File: config.mk
export PLATFORM = sky130hd
export DESIGN_NAME = smb_recoder
export DESIGN_NICKNAME = d
export VERILOG_FILES = /design/src/rtl/smb_pkg.sv /design/src/rtl/smb_plain_cell.sv /design/src/rtl/smb_signed_top_cell.sv /design/src/rtl/smb_digit_enc.sv /design/src/rtl/smb_recoder.sv
export SDC_FILE = /design/constraint.sdc
export NUM_CORES = 1
export LEC_CHECK = 0
export BUFFER_PORTS_ARGS = -buffer_cell sky130_fd_sc_hd__clkbuf_2
export CAP_MARGIN = 20
export CORE_MARGIN = 2
export CORE_UTILIZATION = 46
export DETAILED_ROUTE_END_ITERATION = 10
export GPL_ROUTABILITY_DRIVEN = 0
export PLACE_DENSITY = 0.77
export SYNTH_ARGS = -nofsm -noshare
export SYNTH_HDL_FRONTEND = slang
export SYNTH_SLANG_ARGS = --single-unit
File: constraint.sdc
create_clock -name clk -period 2.1 [get_ports clk]
set_clock_uncertainty 0.05 [all_clocks]
set_input_delay 0.105 -clock clk [delete_from_list [all_inputs] [get_ports clk]]
set_output_delay 0.105 -clock clk [all_outputs]
set_load 0.05 [all_outputs]
File: src/rtl/smb_pkg.sv
package smb_pkg;

  // Select bits describing one radix-4 digit
  typedef struct packed {
    logic neg;
    logic two;
    logic one;
  } booth_sel_t;

  // Digits needed to hold the sum without overflow
  function automatic int digit_count(input int width, input bit is_signed);
    return is_signed ? (width + 2) / 2 : (width + 3) / 2;
  endfunction

endpackage

File: src/rtl/smb_plain_cell.sv
// Recoding cell with all four input bits positively weighted.
module smb_plain_cell (
  input  logic              a_lo,
  input  logic              a_hi,
  input  logic              b_lo,
  input  logic              b_hi,
  input  logic              hc_in,   // half-adder carry from the cell below
  input  logic              k_in,    // signed-adder carry from the cell below
  output logic              hc_out,
  output logic              k_out,
  output logic signed [2:0] digit_o
);
  logic hs, fs, fc, neg;

  // Half adder on the upper pair: its carry leaves for the next cell
  assign hs     = a_hi ^ b_hi;
  assign hc_out = a_hi & b_hi;

  // Full adder on the lower pair plus the incoming half-adder carry
  assign fs = a_lo ^ b_lo ^ hc_in;
  assign fc = (a_lo & b_lo) | (a_lo & hc_in) | (b_lo & hc_in);

  // Signed half adder: hs + fc = 2*k_out - neg
  assign k_out = hs | fc;
  assign neg   = hs ^ fc;

  // digit = -2*neg + fs + k_in
  assign digit_o = (neg ? 3'sb110 : 3'sb000) + $signed({2'b00, fs}) + $signed({2'b00, k_in});
endmodule

File: src/rtl/smb_signed_top_cell.sv
// Most significant cell for signed operands: the upper pair carries weight -2.
module smb_signed_top_cell (
  input  logic              a_lo,
  input  logic              a_hi,
  input  logic              b_lo,
  input  logic              b_hi,
  input  logic              hc_in,
  input  logic              k_in,
  output logic signed [2:0] digit_o
);
  logic lo_s, lo_c;

  // Positive half adder on the lower pair
  assign lo_s = a_lo ^ b_lo;
  assign lo_c = a_lo & b_lo;

  // Sum of weighted bits; the result always lies in [-2, 2]
  assign digit_o = $signed({2'b00, lo_s}) + $signed({1'b0, lo_c, 1'b0})
                 - $signed({1'b0, a_hi, 1'b0}) - $signed({1'b0, b_hi, 1'b0})
                 + $signed({2'b00, hc_in}) + $signed({2'b00, k_in});
endmodule

File: src/rtl/smb_digit_enc.sv
// Turns a signed digit in [-2, 2] into select bits.
module smb_digit_enc (
  input  logic signed [2:0]  digit_i,
  output smb_pkg::booth_sel_t sel_o
);
  always_comb begin
    sel_o.neg = digit_i[2];
    sel_o.one = digit_i[0];
    sel_o.two = digit_i[1] & ~digit_i[0];
  end
endmodule

File: src/rtl/smb_recoder.sv
module smb_recoder #(
  parameter int WIDTH      = 8,
  parameter bit SIGNED_OPS = 1'b1,
  parameter int ND         = smb_pkg::digit_count(WIDTH, SIGNED_OPS)
) (
  input  logic             clk,
  input  logic             rst,
  input  logic [WIDTH-1:0] a_i,
  input  logic [WIDTH-1:0] b_i,
  output logic [ND-1:0]    one_o,
  output logic [ND-1:0]    two_o,
  output logic [ND-1:0]    neg_o
);
  localparam int EXT = 2 * ND;

  logic [EXT-1:0]      a_ext, b_ext;
  logic [ND-1:0]       hc_c, k_c;
  logic signed [2:0]   digit [ND];
  smb_pkg::booth_sel_t sel   [ND];
  int                  exp_sum;
  int                  dec_sum;

  // Operand extension to a whole number of cells
  if (SIGNED_OPS) begin : g_sext
    assign a_ext   = {{(EXT-WIDTH){a_i[WIDTH-1]}}, a_i};
    assign b_ext   = {{(EXT-WIDTH){b_i[WIDTH-1]}}, b_i};
    assign exp_sum = int'($signed(a_i)) + int'($signed(b_i));
  end else begin : g_zext
    assign a_ext   = {{(EXT-WIDTH){1'b0}}, a_i};
    assign b_ext   = {{(EXT-WIDTH){1'b0}}, b_i};
    assign exp_sum = int'(a_i) + int'(b_i);
  end

  assign hc_c[0] = 1'b0;
  assign k_c[0]  = 1'b0;

  for (genvar j = 0; j < ND; j++) begin : g_cell
    if (SIGNED_OPS && j == ND - 1) begin : g_top
      smb_signed_top_cell u_cell (
        .a_lo(a_ext[2*j]), .a_hi(a_ext[2*j+1]),
        .b_lo(b_ext[2*j]), .b_hi(b_ext[2*j+1]),
        .hc_in(hc_c[j]), .k_in(k_c[j]), .digit_o(digit[j])
      );
    end else if (j == ND - 1) begin : g_last
      logic spill_hc, spill_k;
      smb_plain_cell u_cell (
        .a_lo(a_ext[2*j]), .a_hi(a_ext[2*j+1]),
        .b_lo(b_ext[2*j]), .b_hi(b_ext[2*j+1]),
        .hc_in(hc_c[j]), .k_in(k_c[j]),
        .hc_out(spill_hc), .k_out(spill_k), .digit_o(digit[j])
      );
      AST_NO_LOST_CARRY: assert property (@(posedge clk) disable iff (rst)
        !(spill_hc | spill_k));
    end else begin : g_mid
      smb_plain_cell u_cell (
        .a_lo(a_ext[2*j]), .a_hi(a_ext[2*j+1]),
        .b_lo(b_ext[2*j]), .b_hi(b_ext[2*j+1]),
        .hc_in(hc_c[j]), .k_in(k_c[j]),
        .hc_out(hc_c[j+1]), .k_out(k_c[j+1]), .digit_o(digit[j])
      );
    end
    smb_digit_enc u_enc (.digit_i(digit[j]), .sel_o(sel[j]));
  end

  // Registered select outputs
  always_ff @(posedge clk) begin
    if (rst) begin
      one_o <= '0;
      two_o <= '0;
      neg_o <= '0;
    end else begin
      for (int j = 0; j < ND; j++) begin
        one_o[j] <= sel[j].one;
        two_o[j] <= sel[j].two;
        neg_o[j] <= sel[j].neg;
      end
    end
  end

  // Value carried by the registered digits
  always_comb begin
    int w;
    int m;
    dec_sum = 0;
    w = 1;
    for (int j = 0; j < ND; j++) begin
      m = two_o[j] ? 2 : (one_o[j] ? 1 : 0);
      dec_sum = dec_sum + (neg_o[j] ? -m : m) * w;
      w = w * 4;
    end
  end

  AST_RESET_CLEAR: assert property (@(posedge clk)
    rst |=> (one_o == '0 && two_o == '0 && neg_o == '0));
  AST_ONE_TWO_EXCL: assert property (@(posedge clk) disable iff (rst)
    (one_o & two_o) == '0);
  AST_NEG_NONZERO: assert property (@(posedge clk) disable iff (rst)
    (neg_o & ~(one_o | two_o)) == '0);

  if (SIGNED_OPS) begin : g_chk_s
    AST_SUM_SIGNED: assert property (@(posedge clk) disable iff (rst)
      !rst |=> (dec_sum == $past(exp_sum)));
  end else begin : g_chk_u
    AST_SUM_UNSIGNED: assert property (@(posedge clk) disable iff (rst)
      !rst |=> (dec_sum == $past(exp_sum)));
    AST_TOP_NONNEG: assert property (@(posedge clk) disable iff (rst)
      !neg_o[ND-1]);
  end
endmodule

==> impl_results.md <==
- Status: complete, no violations
- Slew @ Worst Pin: ~0.29 ns
- Crit path capture type: flip-flop
- Top cell type's share of synthesized area: 0.372
- Mean post-synth cell area: between 10 and 15 µm²
- Max FO, Critical Path: 2
- Critical Path RT: about 2.2 ns
- Via/cell ratio: about 4.5
- Total global routing track utilization: 0.126
- Power Density: about 800 mW/mm²
- Fill count: 156
- Flops & latches, synth: 15
- Max rail drop VDD: 401 µV
- H-Tree Depth: 1
- Slowest cell on crit path: or2_2
- Post-Route WL: about 1100 µm
- CTS root buf: clkbuf_4
- DRT iter0 DRCs: 2
- Kind of critical path: input port to flip-flop
- Final Net Count: about 150
- RSZ-0062 raised after global routing: no
- Vias in the first global route: around 510
- Post-DP HPWL: 1000 µm
- Critical path's top delay family: adder cells
- Worst EP arrival: between 1.5 and 2 ns
- Clock period minus worst slack: ~1.6 ns
- Initial Utilization: 0.479
- CP Launch Type: input port
- Vias: ~580
- Cells after Synth: 77
- Initial antenna violation count: 0
- Synth unique cells: 11
- Core Util, Final: 0.596
- Post-CTS setup buffer count: 0
- WL/cell: between 8 and 9 µm
- Area contributors post-synth: dfxtp_1, ha_1, inv_1
- Hold Path Origin: b_i[0]
- Max Freq: 0.641 GHz
- Global route overflow: 0
- Antenna fix cells: 0
- Resize count post-CTS: 0
- CP startpoint: a_i[5]
- Leading area contributor after synthesis: dfxtp_1
- Period utilization: 0.743
- Clk sinks: 15
- Post-route DRC: 0
- Port Buffers: 32
- CTS tree: yes
- Largest net degree at the start of global routing: 16
- Worst-path clk slew: around 0.090 ns
- Pre-Repair DR Iteration Count: 2
- Setup violators final: 0
- Chip width: between 40 and 50 µm
- Fin. max-slew vios: 0
- Die height: around 46 µm
- Buffer and inverter count on the worst path: 3
- Core Area: roughly 0.0017 mm²
- Hold_buf cts: 0
- Largest stage delay, worst path: 0.28 ns
- CTS Buffer Depth: 2
- Synthesized area: just over 800 µm²
- Pleak: roughly 0.59 nW
- Area grow syn2layout: 24.5%
- Inst Count DP: 125
- Max-slew headroom: 0.806
- ANT nets after route: 0
- Max-Cap Viols: 0
- # rows: 15
- Synth warn: 0
- Non-filler cells, final: ~130
- CTS Buf Count: 3
- Cells along the critical path: clkbuf_2, ha_1, inv_1, fa_1, inv_1, ha_1, ha_1, or2_2, ha_1, nor3b_2
- Final TNS setup: 0 ns
- Die footprint: approximately 0.0021 mm²
- Fraction of layout cells with a size suffix above 1: 0.348
- CP dominant cell by count: ha_1
- First-pass GRT wire length: between 1500 and 2000 µm
- Register area share after synthesis: 0.372
- Post-Syn Nets: between 100 and 150
- Fin. Hold Viols: 0
- Min-Delay Path Class: input port to flip-flop
- IO Pins: 33
cell usage in the layout (no fill, tap or decap):
| cell | Yosys | layout |
|---|---|---|
| clkbuf_2 | 0 | 32 |
| nor2b_1 | 7 | 7 |
| dfxtp_1 | 15 | 15 |
| inv_1 | 22 | 22 |
| and2b_1 | 3 | 3 |
| nor2_1 | 1 | 1 |
| nor3_1 | 3 | 3 |
| clkbuf_4 | 0 | 3 |
| clkinv_2 | 0 | 1 |
| or2_2 | 1 | 1 |
| nor3b_2 | 2 | 2 |
| fa_1 | 3 | 3 |
| ha_1 | 19 | 19 |
through the flow:
step	setup slack, ns	power (mW)	instance area [µm²]	hold slack [ns]
floorplan	0.404	0.564	808	0.127
global placement	0.269	0.629	978	0.366
detailed placement	0.225	0.637	978	0.375
CTS	0.538	0.800	1010	0.0663
global route	0.477	0.847	1010	0.0775
finish	0.539	0.783	1010	0.0812
cells by family after synthesis:
group / after synthesis / share of synthesized area
buffers and inverters: 23 / 0.116
and+or+nand+nor: 17 / 0.144
DFF: 15 / 0.372
adders and majority gates: 22 / 0.368
metal layers:
metal	share of wire	wire length, µm	track usage
met5	0	0	0
met4	0	0	0.0686
met3	0.090	100	0.0397
met2	0.52	577	0.219
met1	0.39	438	0.131
final timing paths:
kind	depth (start not counted)	endpoint	slack, ns
worst min-delay path	3	two_o[0]	0.08
worst max-delay path	10	two_o[4]	0.54
Yosys cell counts, drive strengths merged:
library cell / count
fa: 3
and2b: 3
nor2b: 7
buf: 1
nor3: 3
or2: 1
inv: 22
dfxtp: 15
nor3b: 2
ha: 19
nor2: 1
cell type report:
| class | count | area [µm²] | area share |
|---|---|---|---|
| clock buffers | 3 | 22.5 | 0.0224 |
| clock inverters | 1 | 5.00 | 0.00498 |
| repair buffers | 32 | 160 | 0.159 |
| well taps | 17 | 21.3 | 0.0211 |
| multi-input cells | 39 | 414 | 0.412 |
| flip-flops and latches | 15 | 300 | 0.299 |
| inverters | 22 | 82.6 | 0.0821 |
state kept, by name, indices dropped and copies added, names as in the netlist:
name	cells
neg_o	5
one_o	5
two_o	5
where the power goes:
group          leakage (nW)  internal [mW]  switching (mW)  total [mW]
logic                 0.450         0.0951           0.202       0.297
clock network        0.0177         0.0705          0.0867       0.157
registers             0.124          0.320         0.00847       0.329
No activity file was read; power rests on OpenSTA's default activity.
